--- src/rtl/dir_pkg.sv ---
package dir_pkg;
   typedef enum logic [1:0] {
      BLK_UNC = 2'd0,
      BLK_SHR = 2'd1,
      BLK_EXC = 2'd2
   } blk_state_t;

   localparam logic [1:0] RQ_READ  = 2'd0;
   localparam logic [1:0] RQ_WRITE = 2'd1;
   localparam logic [1:0] RQ_WBACK = 2'd2;

   localparam logic [1:0] MS_INVAL = 2'd0;
   localparam logic [1:0] MS_FETCH = 2'd1;
   localparam logic [1:0] MS_FINV  = 2'd2;
   localparam logic [1:0] MS_REPLY = 2'd3;
endpackage

--- src/rtl/dir_first_set.sv ---
module dir_first_set #(
   parameter int N = 4,
   localparam int W = (N > 1) ? $clog2(N) : 1
) (
   input  logic [N-1:0] mask,
   output logic         any,
   output logic [W-1:0] idx
);
   always_comb begin
      idx = '0;
      for (int i = N - 1; i >= 0; i--) begin
         if (mask[i]) idx = W'(i);
      end
      any = |mask;
   end
endmodule

--- src/rtl/dir_store.sv ---
module dir_store
   import dir_pkg::*;
#(
   parameter int NODES  = 4,
   parameter int ADDR_W = 4,
   parameter int DATA_W = 16,
   localparam int BLOCKS = 1 << ADDR_W,
   localparam int SW     = 2
) (
   input  logic              clk,
   input  logic              rst_n,
   input  logic [ADDR_W-1:0] ra_addr,
   output blk_state_t        ra_state,
   output logic [NODES-1:0]  ra_shr,
   output logic [DATA_W-1:0] ra_data,
   input  logic [ADDR_W-1:0] rb_addr,
   output blk_state_t        rb_state,
   output logic [NODES-1:0]  rb_shr,
   output logic [DATA_W-1:0] rb_data,
   input  logic              dir_we,
   input  logic [ADDR_W-1:0] dir_waddr,
   input  blk_state_t        dir_wstate,
   input  logic [NODES-1:0]  dir_wshr,
   input  logic              mem_we,
   input  logic [ADDR_W-1:0] mem_waddr,
   input  logic [DATA_W-1:0] mem_wdata
);
   logic [BLOCKS*SW-1:0]     st_flat;
   logic [BLOCKS*NODES-1:0]  sh_flat;
   logic [BLOCKS*DATA_W-1:0] dt_flat;

   for (genvar g = 0; g < BLOCKS; g++) begin : g_blk
      blk_state_t        st_q;
      logic [NODES-1:0]  sh_q;
      logic [DATA_W-1:0] dt_q;

      always_ff @(posedge clk) begin
         if (!rst_n) begin
            st_q <= BLK_UNC;
            sh_q <= '0;
            dt_q <= '0;
         end else begin
            if (dir_we && (dir_waddr == ADDR_W'(g))) begin
               st_q <= dir_wstate;
               sh_q <= dir_wshr;
            end
            if (mem_we && (mem_waddr == ADDR_W'(g))) dt_q <= mem_wdata;
         end
      end

      assign st_flat[g*SW +: SW]         = st_q;
      assign sh_flat[g*NODES +: NODES]   = sh_q;
      assign dt_flat[g*DATA_W +: DATA_W] = dt_q;
   end

   always_comb begin
      ra_state = blk_state_t'(st_flat[SW*int'(ra_addr) +: SW]);
      ra_shr   = sh_flat[NODES*int'(ra_addr) +: NODES];
      ra_data  = dt_flat[DATA_W*int'(ra_addr) +: DATA_W];
      rb_state = blk_state_t'(st_flat[SW*int'(rb_addr) +: SW]);
      rb_shr   = sh_flat[NODES*int'(rb_addr) +: NODES];
      rb_data  = dt_flat[DATA_W*int'(rb_addr) +: DATA_W];
   end
endmodule

--- src/rtl/dir_engine.sv ---
module dir_engine
   import dir_pkg::*;
#(
   parameter int NODES  = 4,
   parameter int ADDR_W = 4,
   parameter int DATA_W = 16,
   localparam int NID_W = $clog2(NODES)
) (
   input  logic              clk,
   input  logic              rst_n,
   input  logic              req_valid,
   output logic              req_ready,
   input  logic [1:0]        req_kind,
   input  logic [NID_W-1:0]  req_node,
   input  logic [ADDR_W-1:0] req_addr,
   input  logic [DATA_W-1:0] req_data,
   output logic              out_valid,
   input  logic              out_ready,
   output logic [1:0]        out_kind,
   output logic [NID_W-1:0]  out_node,
   output logic [ADDR_W-1:0] out_addr,
   output logic [DATA_W-1:0] out_data,
   input  logic              rsp_valid,
   output logic              rsp_ready,
   input  logic [DATA_W-1:0] rsp_data,
   input  blk_state_t        lk_state,
   input  logic [NODES-1:0]  lk_shr,
   input  logic [DATA_W-1:0] lk_data,
   output logic              dir_we,
   output logic [ADDR_W-1:0] dir_waddr,
   output blk_state_t        dir_wstate,
   output logic [NODES-1:0]  dir_wshr,
   output logic              mem_we,
   output logic [ADDR_W-1:0] mem_waddr,
   output logic [DATA_W-1:0] mem_wdata,
   output logic [NID_W-1:0]  busy_node
);
   typedef enum logic [2:0] {
      ST_IDLE, ST_INV, ST_FSEND, ST_FWAIT, ST_REPLY
   } fsm_t;

   fsm_t              fsm;
   logic              cur_write;
   logic [NID_W-1:0]  cur_node;
   logic [ADDR_W-1:0] cur_addr;
   logic [DATA_W-1:0] cur_data;
   logic [NODES-1:0]  pend;
   logic [NID_W-1:0]  own;

   logic              own_any, pend_any;
   logic [NID_W-1:0]  own_idx, pend_idx;
   logic [NODES-1:0]  p_bit, cur_bit, own_bit, pend_bit, others;
   logic              req_fire, own_is_req;

   dir_first_set #(.N(NODES)) i_own_find (
      .mask(lk_shr), .any(own_any), .idx(own_idx)
   );
   dir_first_set #(.N(NODES)) i_inv_find (
      .mask(pend), .any(pend_any), .idx(pend_idx)
   );

   assign p_bit      = NODES'(1) << req_node;
   assign cur_bit    = NODES'(1) << cur_node;
   assign own_bit    = NODES'(1) << own;
   assign pend_bit   = NODES'(1) << pend_idx;
   assign others     = lk_shr & ~p_bit;
   assign req_fire   = req_valid && (fsm == ST_IDLE);
   assign own_is_req = own_any && (own_idx == req_node);

   // Directory and storage updates
   always_comb begin
      dir_we     = 1'b0;
      dir_waddr  = cur_addr;
      dir_wstate = lk_state;
      dir_wshr   = lk_shr;
      mem_we     = 1'b0;
      mem_waddr  = cur_addr;
      mem_wdata  = rsp_data;
      if (req_fire) begin
         dir_waddr = req_addr;
         mem_waddr = req_addr;
         mem_wdata = req_data;
         unique case (req_kind)
            RQ_READ: begin
               if (lk_state == BLK_UNC) begin
                  dir_we = 1'b1; dir_wstate = BLK_SHR; dir_wshr = p_bit;
               end else if (lk_state == BLK_SHR) begin
                  dir_we = 1'b1; dir_wstate = BLK_SHR; dir_wshr = lk_shr | p_bit;
               end
            end
            RQ_WRITE: begin
               if (lk_state != BLK_EXC) begin
                  dir_we = 1'b1; dir_wstate = BLK_EXC; dir_wshr = p_bit;
               end
            end
            RQ_WBACK: begin
               if ((lk_state == BLK_EXC) && (lk_shr == p_bit)) begin
                  dir_we = 1'b1; dir_wstate = BLK_UNC; dir_wshr = '0;
                  mem_we = 1'b1;
               end
            end
            default: ;
         endcase
      end else if ((fsm == ST_FWAIT) && rsp_valid) begin
         dir_we = 1'b1;
         if (cur_write) begin
            dir_wstate = BLK_EXC;
            dir_wshr   = cur_bit;
         end else begin
            dir_wstate = BLK_SHR;
            dir_wshr   = cur_bit | own_bit;
            mem_we     = 1'b1;
         end
      end
   end

   // Sequencing of one request
   always_ff @(posedge clk) begin
      if (!rst_n) begin
         fsm       <= ST_IDLE;
         cur_write <= 1'b0;
         cur_node  <= '0;
         cur_addr  <= '0;
         cur_data  <= '0;
         pend      <= '0;
         own       <= '0;
      end else begin
         unique case (fsm)
            ST_IDLE: if (req_fire) begin
               cur_node  <= req_node;
               cur_addr  <= req_addr;
               cur_write <= (req_kind == RQ_WRITE);
               cur_data  <= lk_data;
               own       <= own_idx;
               if (req_kind == RQ_READ) begin
                  fsm <= (lk_state == BLK_EXC && !own_is_req) ? ST_FSEND : ST_REPLY;
               end else if (req_kind == RQ_WRITE) begin
                  if (lk_state == BLK_SHR) begin
                     pend <= others;
                     fsm  <= (others != '0) ? ST_INV : ST_REPLY;
                  end else if (lk_state == BLK_EXC && !own_is_req) begin
                     fsm <= ST_FSEND;
                  end else begin
                     fsm <= ST_REPLY;
                  end
               end
            end
            ST_INV: if (out_ready) begin
               pend <= pend & ~pend_bit;
               if ((pend & ~pend_bit) == '0) fsm <= ST_REPLY;
            end
            ST_FSEND: if (out_ready) fsm <= ST_FWAIT;
            ST_FWAIT: if (rsp_valid) begin
               cur_data <= rsp_data;
               fsm      <= ST_REPLY;
            end
            ST_REPLY: if (out_ready) fsm <= ST_IDLE;
            default: fsm <= ST_IDLE;
         endcase
      end
   end

   always_comb begin
      req_ready = (fsm == ST_IDLE);
      rsp_ready = (fsm == ST_FWAIT);
      out_valid = (fsm == ST_INV) || (fsm == ST_FSEND) || (fsm == ST_REPLY);
      out_addr  = cur_addr;
      out_data  = cur_data;
      out_kind  = MS_REPLY;
      out_node  = cur_node;
      if (fsm == ST_INV) begin
         out_kind = MS_INVAL;
         out_node = pend_idx;
      end else if (fsm == ST_FSEND || fsm == ST_FWAIT) begin
         out_kind = cur_write ? MS_FINV : MS_FETCH;
         out_node = own;
      end
      busy_node = cur_node;
   end

   logic unused_ok;
   assign unused_ok = pend_any;
endmodule

--- src/rtl/dir_home_ctrl.sv ---
module dir_home_ctrl
   import dir_pkg::*;
#(
   parameter int NODES  = 4,
   parameter int ADDR_W = 4,
   parameter int DATA_W = 16,
   localparam int NID_W = $clog2(NODES)
) (
   input  logic              clk,
   input  logic              rst_n,
   input  logic              req_valid,
   output logic              req_ready,
   input  logic [1:0]        req_kind,
   input  logic [NID_W-1:0]  req_node,
   input  logic [ADDR_W-1:0] req_addr,
   input  logic [DATA_W-1:0] req_data,
   output logic              out_valid,
   input  logic              out_ready,
   output logic [1:0]        out_kind,
   output logic [NID_W-1:0]  out_node,
   output logic [ADDR_W-1:0] out_addr,
   output logic [DATA_W-1:0] out_data,
   input  logic              rsp_valid,
   output logic              rsp_ready,
   input  logic [DATA_W-1:0] rsp_data,
   input  logic [ADDR_W-1:0] probe_addr,
   output logic [1:0]        probe_state,
   output logic [NODES-1:0]  probe_sharers,
   output logic [DATA_W-1:0] probe_data
);
   if (NODES < 4 || NODES > 8 || (NODES & (NODES - 1)) != 0) begin : g_bad_nodes
      $error("NODES must be 4 or 8");
   end
   if (ADDR_W < 1 || ADDR_W > 8) begin : g_bad_addr
      $error("ADDR_W out of range");
   end
   if (DATA_W < 1) begin : g_bad_data
      $error("DATA_W must be positive");
   end

   blk_state_t        lk_state, pb_state;
   logic [NODES-1:0]  lk_shr;
   logic [DATA_W-1:0] lk_data;
   logic              dir_we, mem_we;
   logic [ADDR_W-1:0] dir_waddr, mem_waddr;
   blk_state_t        dir_wstate;
   logic [NODES-1:0]  dir_wshr;
   logic [DATA_W-1:0] mem_wdata;
   logic [NID_W-1:0]  busy_node;

   dir_store #(.NODES(NODES), .ADDR_W(ADDR_W), .DATA_W(DATA_W)) i_store (
      .clk(clk), .rst_n(rst_n),
      .ra_addr(req_addr), .ra_state(lk_state), .ra_shr(lk_shr), .ra_data(lk_data),
      .rb_addr(probe_addr), .rb_state(pb_state), .rb_shr(probe_sharers), .rb_data(probe_data),
      .dir_we(dir_we), .dir_waddr(dir_waddr), .dir_wstate(dir_wstate), .dir_wshr(dir_wshr),
      .mem_we(mem_we), .mem_waddr(mem_waddr), .mem_wdata(mem_wdata)
   );

   dir_engine #(.NODES(NODES), .ADDR_W(ADDR_W), .DATA_W(DATA_W)) i_engine (
      .clk(clk), .rst_n(rst_n),
      .req_valid(req_valid), .req_ready(req_ready), .req_kind(req_kind),
      .req_node(req_node), .req_addr(req_addr), .req_data(req_data),
      .out_valid(out_valid), .out_ready(out_ready), .out_kind(out_kind),
      .out_node(out_node), .out_addr(out_addr), .out_data(out_data),
      .rsp_valid(rsp_valid), .rsp_ready(rsp_ready), .rsp_data(rsp_data),
      .lk_state(lk_state), .lk_shr(lk_shr), .lk_data(lk_data),
      .dir_we(dir_we), .dir_waddr(dir_waddr), .dir_wstate(dir_wstate), .dir_wshr(dir_wshr),
      .mem_we(mem_we), .mem_waddr(mem_waddr), .mem_wdata(mem_wdata),
      .busy_node(busy_node)
   );

   assign probe_state = pb_state;
endmodule

--- config.mk ---
export PLATFORM = sky130hd
export DESIGN_NAME = dir_home_ctrl
export DESIGN_NICKNAME = d
export VERILOG_FILES = /design/src/rtl/dir_pkg.sv /design/src/rtl/dir_first_set.sv /design/src/rtl/dir_store.sv /design/src/rtl/dir_engine.sv /design/src/rtl/dir_home_ctrl.sv
export SDC_FILE = /design/constraint.sdc
export NUM_CORES = 1
export LEC_CHECK = 0
export BUFFER_PORTS_ARGS = -buffer_cell sky130_fd_sc_hd__buf_2
export CAP_MARGIN = 5
export CORE_MARGIN = 5
export CORE_UTILIZATION = 45
export DETAILED_ROUTE_END_ITERATION = 7
export GPL_ROUTABILITY_DRIVEN = 0
export PLACE_DENSITY_LB_ADDON = 0.05
export SLEW_MARGIN = 20
export SYNTH_ARGS = -nofsm -noshare
export SYNTH_HDL_FRONTEND = slang
export SYNTH_SLANG_ARGS = --single-unit
--- constraint.sdc ---
create_clock -name clk -period 9.2 [get_ports clk]
set_input_delay 0.92 -clock clk [delete_from_list [all_inputs] [get_ports clk]]
set_output_delay 0.92 -clock clk [all_outputs]
set_load 0.01 [all_outputs]
======== Word-level counts from Yosys, hierarchy flattened ========
Index checks and enable logic that the tools add are counted.
storage, ports and cells
  flip-flop bits (word level) ............. 384
  bits of input ports ..................... 49
  output and inout bits ................... 49
  word-level logic and storage cells ...... 223
operators by class
  eq/ne operators ......................... 36
  shift-type cells ........................ 10
  multiplexer cells ....................... 62
  bitwise gates (word level) .............. 6
  reduce and logical (&&, ||, !) cells .... 54
operators with widths
  cell                                                                      count
  256-bit by 9-bit variable part select with 16-bit output                  2
  64-bit by 7-bit variable part select with 4-bit output                    2
  32-bit by 6-bit variable part select with 2-bit output                    2
  4-bit 2-to-1 mux                                                          13
  16-bit 2-to-1 mux                                                         3
  2-bit 2-to-1 mux                                                          19
  1-bit logical AND                                                         37
  3-bit 2-to-1 mux                                                          11
  4-bit == test (second input constant)                                     8
  16-bit one-hot mux with 2 select lines                                    1
  4-bit by 3-bit == test with 1-bit output (second input constant)          4
  1-bit by 2-bit left shift with 4-bit output (first input constant)        4
  3-bit one-hot mux with 5 select lines                                     1
  2-bit inequality test (second input constant)                             6
  4-bit one-hot mux with 3 select lines                                     1
  1-bit 2-to-1 mux                                                          10
  4-bit AND                                                                 2
  4-bit by 2-bit == test with 1-bit output (second input constant)          2
  4-bit zero test                                                           2
  2-bit by 1-bit inequality test with 1-bit output (second input constant)  4
  4-bit NOT                                                                 2
  4-bit bitwise OR                                                          2
  4-bit one-hot mux with 2 select lines                                     1
  7-bit AND reduction                                                       1
  21 further kinds                                                          28

======== Logic depth before layout (Yosys ltp) ========
  word-level depth ........................ 15
  gate-level depth with buffers ........... 16
  mapped depth without buffers ............ 12

======== By module ========
A second synthesis with hierarchy kept.
second synthesis, totals
  cell total of the unflattened synthesis .. 2395
  area, all modules ....................... 22292.6 sq um
modules (own cells, without submodules)
  module         instances  cells an instance  area each (sq um)  sequential area each (sq um)
  dir_store      1          2043               19770.2            7046.8
  dir_engine     1          338                2452.4             640.6
  dir_first_set  2          7                  35.0               0.0

======== Worst setup path after synthesis ========
No wires, ideal clock.
  path kind ............................... input to register
  start point ............................. input port req_addr[1]
  end point ............................... register i_store.g_blk[11].st_q[0]
  setup time .............................. 0.128 ns
  data arrival time ....................... 4.816 ns
  data required time ...................... 9.072 ns
  slack ................................... 4.256 ns
  cell stages on the path ................. 16
  path buffers ............................ 4
  path through ............................ buf_6 -> buf_4 -> buf_2 -> mux4_2 -> a22o_1 -> or2_2 -> inv_1 -> ha_1 -> or4_1 -> o21a_1 -> o21ai_1 -> nand2_4 -> buf_6 -> nor4b_4 -> mux2i_1 -> nor2_1
between the ends
  cells in the longest elaborated chain, start to end .. 7
  elaborated cells between the ends (all ways) .. 24
  classes of those cells .................. eq/ne (5); shift (2); mux (14); reduce/logical (3)
RTL lines
  what                                                                                                                              line                                text
  start: declaration                                                                                                                dir_home_ctrl.sv:15                 input logic [ADDR_W-1:0] req_addr,
  64-bit by 7-bit variable part select with 4-bit output or 32-bit by 6-bit variable part select with 2-bit output (tied branches)  dir_store.sv:58, dir_store.sv:57
  4-bit == test, or another cell as far along                                                                                       dir_engine.sv:97                    if ((lk_state == BLK_EXC) && (lk_shr == p_bit)) begin
  1-bit logical AND or 1-bit 2-to-1 mux (tied branches)                                                                             dir_engine.sv:97, dir_engine.sv:87
  1-bit 2-to-1 mux (on tied branches)                                                                                               dir_engine.sv:97, dir_engine.sv:85
  1-bit one-hot mux with 3 select lines                                                                                             dir_engine.sv:83                    unique case (req_kind)
  1-bit 2-to-1 mux                                                                                                                  dir_engine.sv:79                    if (req_fire) begin
  1-bit logical AND                                                                                                                 dir_store.sv:43                     if (dir_we && (dir_waddr == ADDR_W'(g))) begin
  end signal: assignment                                                                                                            dir_store.sv:44                     st_q <= dir_wstate;
  end: declaration                                                                                                                  dir_store.sv:33                     blk_state_t st_q;
Several ways; a longest one is shown, not always the timed one.
A chain may end at the register's enable or synchronous reset.

======== Final worst setup path ========
  start point ............................. input port req_addr[2]
  end point ............................... register i_store.g_blk[7].st_q[0]
between the ends
  cells in the longest elaborated chain, start to end .. 7
  elaborated cells between the ends (all ways) .. 24
  classes of those cells .................. eq/ne (5); shift (2); mux (14); reduce/logical (3)
RTL lines
  what                                                                                                                              line
  64-bit by 7-bit variable part select with 4-bit output or 32-bit by 6-bit variable part select with 2-bit output (tied branches)  dir_store.sv:58, dir_store.sv:57
  4-bit == test, or another cell as far along                                                                                       dir_engine.sv:97
  1-bit logical AND or 1-bit 2-to-1 mux (tied branches)                                                                             dir_engine.sv:97, dir_engine.sv:87
  1-bit 2-to-1 mux (on tied branches)                                                                                               dir_engine.sv:97, dir_engine.sv:85
  1-bit one-hot mux with 3 select lines                                                                                             dir_engine.sv:83
  1-bit 2-to-1 mux                                                                                                                  dir_engine.sv:79
  1-bit logical AND                                                                                                                 dir_store.sv:43
  end signal: assignment                                                                                                            dir_store.sv:44
  end: declaration                                                                                                                  dir_store.sv:33
Several ways; a longest one is shown, not always the timed one.

==> impl_metrics.csv <==
group,metric,value,unit
run_status,status,"finished clean",
pwr,p_leak,7.430,nW
clock_tree,numCtsBuffers,44,
yosys,synth_edf_count,0,
yosys,synth_compound_area_frac,0.1395,
timing,slew_viol_final,0,
clock_tree,hold_buffers,0,
detailed_routing,drt_iter0_markers,1255,
detailed_routing,totalWireLength,61990,um
cells_and_area,areaGrowthSynthToFinish,11.17,%
floorplan,num_rows,76,
floorplan,initial_core_util,0.4560,
yosys,ys_ff_latch,384,
yosys,synth_area_leaders,"dfxtp_1, mux4_2, o21ai_0, nand3_1, nand2_1",
worst_setup_path,r2r-start,"i_store.g_blk[15].sh_q[3]",
hold_path,holdPathEnd,"i_store.g_blk[2].dt_q[4]",
worst_setup_path,r2r-end,"i_store.g_blk[7].st_q[0]",
global_route,antenna_found_initial,0,
detailed_routing,first_pass_iters,5,
floorplan,dieArea,48030,um^2
cells_and_area,register_area,7687,um^2
hold_path,min_path_type,"register to register",
detailed_routing,ant_nets,0,
yosys,async_reset_ff_frac,0,
yosys,synthTopCellsByCount,"dfxtp_1, o21ai_0, nand3_1",
timing,tightest_slew,1222,ps
clock_tree,clk_pin_slew,60,ps
global_route,grt_pass1_vias,15289,
clock_tree,clock_latency,590,ps
clock_tree,post_cts_buffers,0,
yosys,synthAdderAreaFrac,0.005593,
pwr,p_per_area,171.9,nW/um^2
clock_tree,cts_htree_levels,2,
yosys,synth_top_family_by_area,"multiplexers",
placed_design,numPortBuffers,97,
cells_and_area,multiInputGateArea,11210,um^2
yosys,syn_avg_cell_area,10.17,um^2
detailed_routing,via_count,15468,
pwr,ir_worst_vdd,0.1209,mV
timing,max_freq,186.9,MHz
placed_design,dpl.hpwl,38400,um
worst_setup_path,regToRegSetupSlack,4850,ps
detailed_routing,viasPerCell,6.111,
floorplan,ioPinCount,98,
cells_and_area,drive_gt1_frac,0.2395,
timing,rsz0062_at_grt,"no",
detailed_routing,wl_per_cell,24.49,um
floorplan,core_area,43170,um^2
global_route,grt_pass1_wl,93910,um
timing,period_share,0.5817,
clock_tree,cts_buffer_depth,3,
worst_setup_path,critical_path_class,"input port to register",
yosys,ys_warn_count,0,
timing,setup_viol,0,
yosys,synth_ff_type,"dfxtp_1",
global_route,grt_max_degree,182,
worst_setup_path,crit_path_max_fanout,25,
worst_setup_path,cp-end-kind,"register",
worst_setup_path,worst_ep_required_time,9620,ps
cells_and_area,finalInstanceArea,21880,um^2
worst_setup_path,rr_worst_depth,12,
timing,min_period,5351,ps
yosys,seq_area_frac_synth,0.3905,
placed_design,placed_cell_area,20450,um^2
floorplan,die_h,219.2,um
clock_tree,clockRootBuffer,"clkbuf_16",
global_route,grt-ovfl-total,0,
cells_and_area,n_antenna_cell,0,
yosys,synth_top_cell_area_share,0.3905,
hold_path,hold_depth,2,
job,cap_violations,0,
timing,fin_tns_setup,0,ps
cells_and_area,nFillCells,4002,
hold_path,hp-start,"i_store.g_blk[2].dt_q[4]",
yosys,synth-simple-area-share,0.1499,
worst_setup_path,cp_data_arrival_time,5770,ps
yosys,synth_fp_nets,1992,
detailed_routing,drc,0,
worst_setup_path,crit_path_start_kind,"input port",
clock_tree,cts_resized,0,
yosys,netlist_area,19690,um^2
yosys,synthCells,1935,
timing,fin_worst_skew,19.63,ps
timing,maxSlewHeadroom,0.1725,
yosys,synth_top_area_cell,"dfxtp_1",
yosys,synth_xor_area_frac,0.0004449,
yosys,synthDistinctLibCells,66,
clock_tree,cts_tree,"built",
cells_and_area,nets,1972,
clock_tree,numClockSinks,384,
global_route,grt.total_usage,0.2560,
timing,hold_violations,0,
yosys,synth.most_common_cell,"dfxtp_1",
floorplan,die_w,219.2,um
yosys,synthMuxAreaShare,0.2696,
==> per-layer routing <==
metal / routed length [um] / part of all wire / global-route usage / vias to the layer above
met5: 0 / 0 / 0 / -
met4: 2532 / 0.041 / 0.1045 / 0
met3: 2554 / 0.041 / 0.03021 / 115
met2: 30590 / 0.49 / 0.4365 / 386
met1: 26310 / 0.42 / 0.3331 / 7697
li1: - / - / - / 7270
==> sequential cells by signal, summed over array words and instances, names as in the netlist <==
name                count
i_engine.busy_node      2
i_engine.cur_write      1
i_engine.fsm            3
i_engine.out_addr       4
i_engine.out_data      16
i_engine.own            2
i_engine.pend           4
i_store.g_blk.dt_q    256
i_store.g_blk.sh_q     64
i_store.g_blk.st_q     32
==> power by group <==
group | switching [W] | internal (W)
combinational | 0.000239 | 0.000108
sequential | 0.0000163 | 0.00168
clock | 0.000729 | 0.000991
total | 0.000985 | 0.00278
==> critical path: stages <==
cell,delay [ps]
buf_2,640
buf_4,510
mux4_2,360
a22o_1,250
or2_2,340
inv_1,70
ha_1,220
or4_1,510
o21a_1,190
o21ai_1,230
nand2_4,300
nor4b_2,860
mux2i_1,260
nor2_1,60
==> cell type report <==
type | count | share of cell area
multi-input combinational | 1338 | 0.5121
sequential | 384 | 0.3513
clock buffer | 62 | 0.05797
timing repair buffer | 131 | 0.03625
tap | 585 | 0.03345
clock inverter | 15 | 0.006175
inverter | 16 | 0.002744
==> worst max-delay path by stage <==
stage / start / endpoint / slack [ps] / depth (start not counted)
floorplan: req_addr[1] / i_store.g_blk[11].st_q[0] / 4260 / 16
global placement: req_addr[2] / i_store.g_blk[4].st_q[0] / 3380 / 14
detailed placement: req_addr[2] / i_store.g_blk[4].st_q[0] / 3290 / 14
CTS: req_addr[2] / i_store.g_blk[4].st_q[0] / 3910 / 14
global route: req_addr[2] / i_store.g_blk[4].sh_q[3] / 3580 / 14
finish: req_addr[2] / i_store.g_blk[7].st_q[0] / 3850 / 14
==> cell usage in the layout (no fill, tap or decap), types with 5 or more instances in the layout <==
cell,synthesis,final
nand2_1,155,154
o21a_1,5,5
nor2_1,109,108
nor4b_4,13,14
o21ai_2,0,16
o21ai_0,285,278
nor2b_1,9,9
nand3_1,262,262
clkbuf_8,0,10
mux2i_1,47,47
mux4_2,210,210
nor3_1,10,10
dfxtp_1,384,384
inv_1,14,13
a311oi_1,17,17
clkbuf_1,136,8
buf_4,4,34
buf_2,16,92
clkinv_2,0,10
nand2b_1,6,6
clkbuf_16,0,44
a31oi_1,6,6
o21ai_1,33,24
a21oi_1,56,56
a22oi_1,7,7
mux2_2,7,7
ha_1,8,8
a211oi_1,23,23
a32o_1,7,7
==> per-stage QoR <==
step,setup slack (ps),utilization,total power (W),hold slack [ps],instances
floorplan,4257,-,0.001966,441.3,1935
global placement,3379,0.4736,0.002077,455.0,2452
detailed placement,3294,0.4736,0.002078,464.8,2452
CTS,3910,0.5061,0.003797,472.5,2529
global route,3581,0.5069,0.003894,490.9,2531
finish,3849,0.5069,0.003762,467.5,2531
==> cells by family (layout without fill, tap and decap cells) <==
family,Yosys count,after routing
and+or+nand+nor,589,589
buffers and inverters,213,224
adders and majority gates,9,9
xor gates and xnor gates,1,1
muxes,266,266
AOI/OAI and AO/OA,473,473
DFF,384,384
No activity file was read; power rests on OpenSTA's default activity.
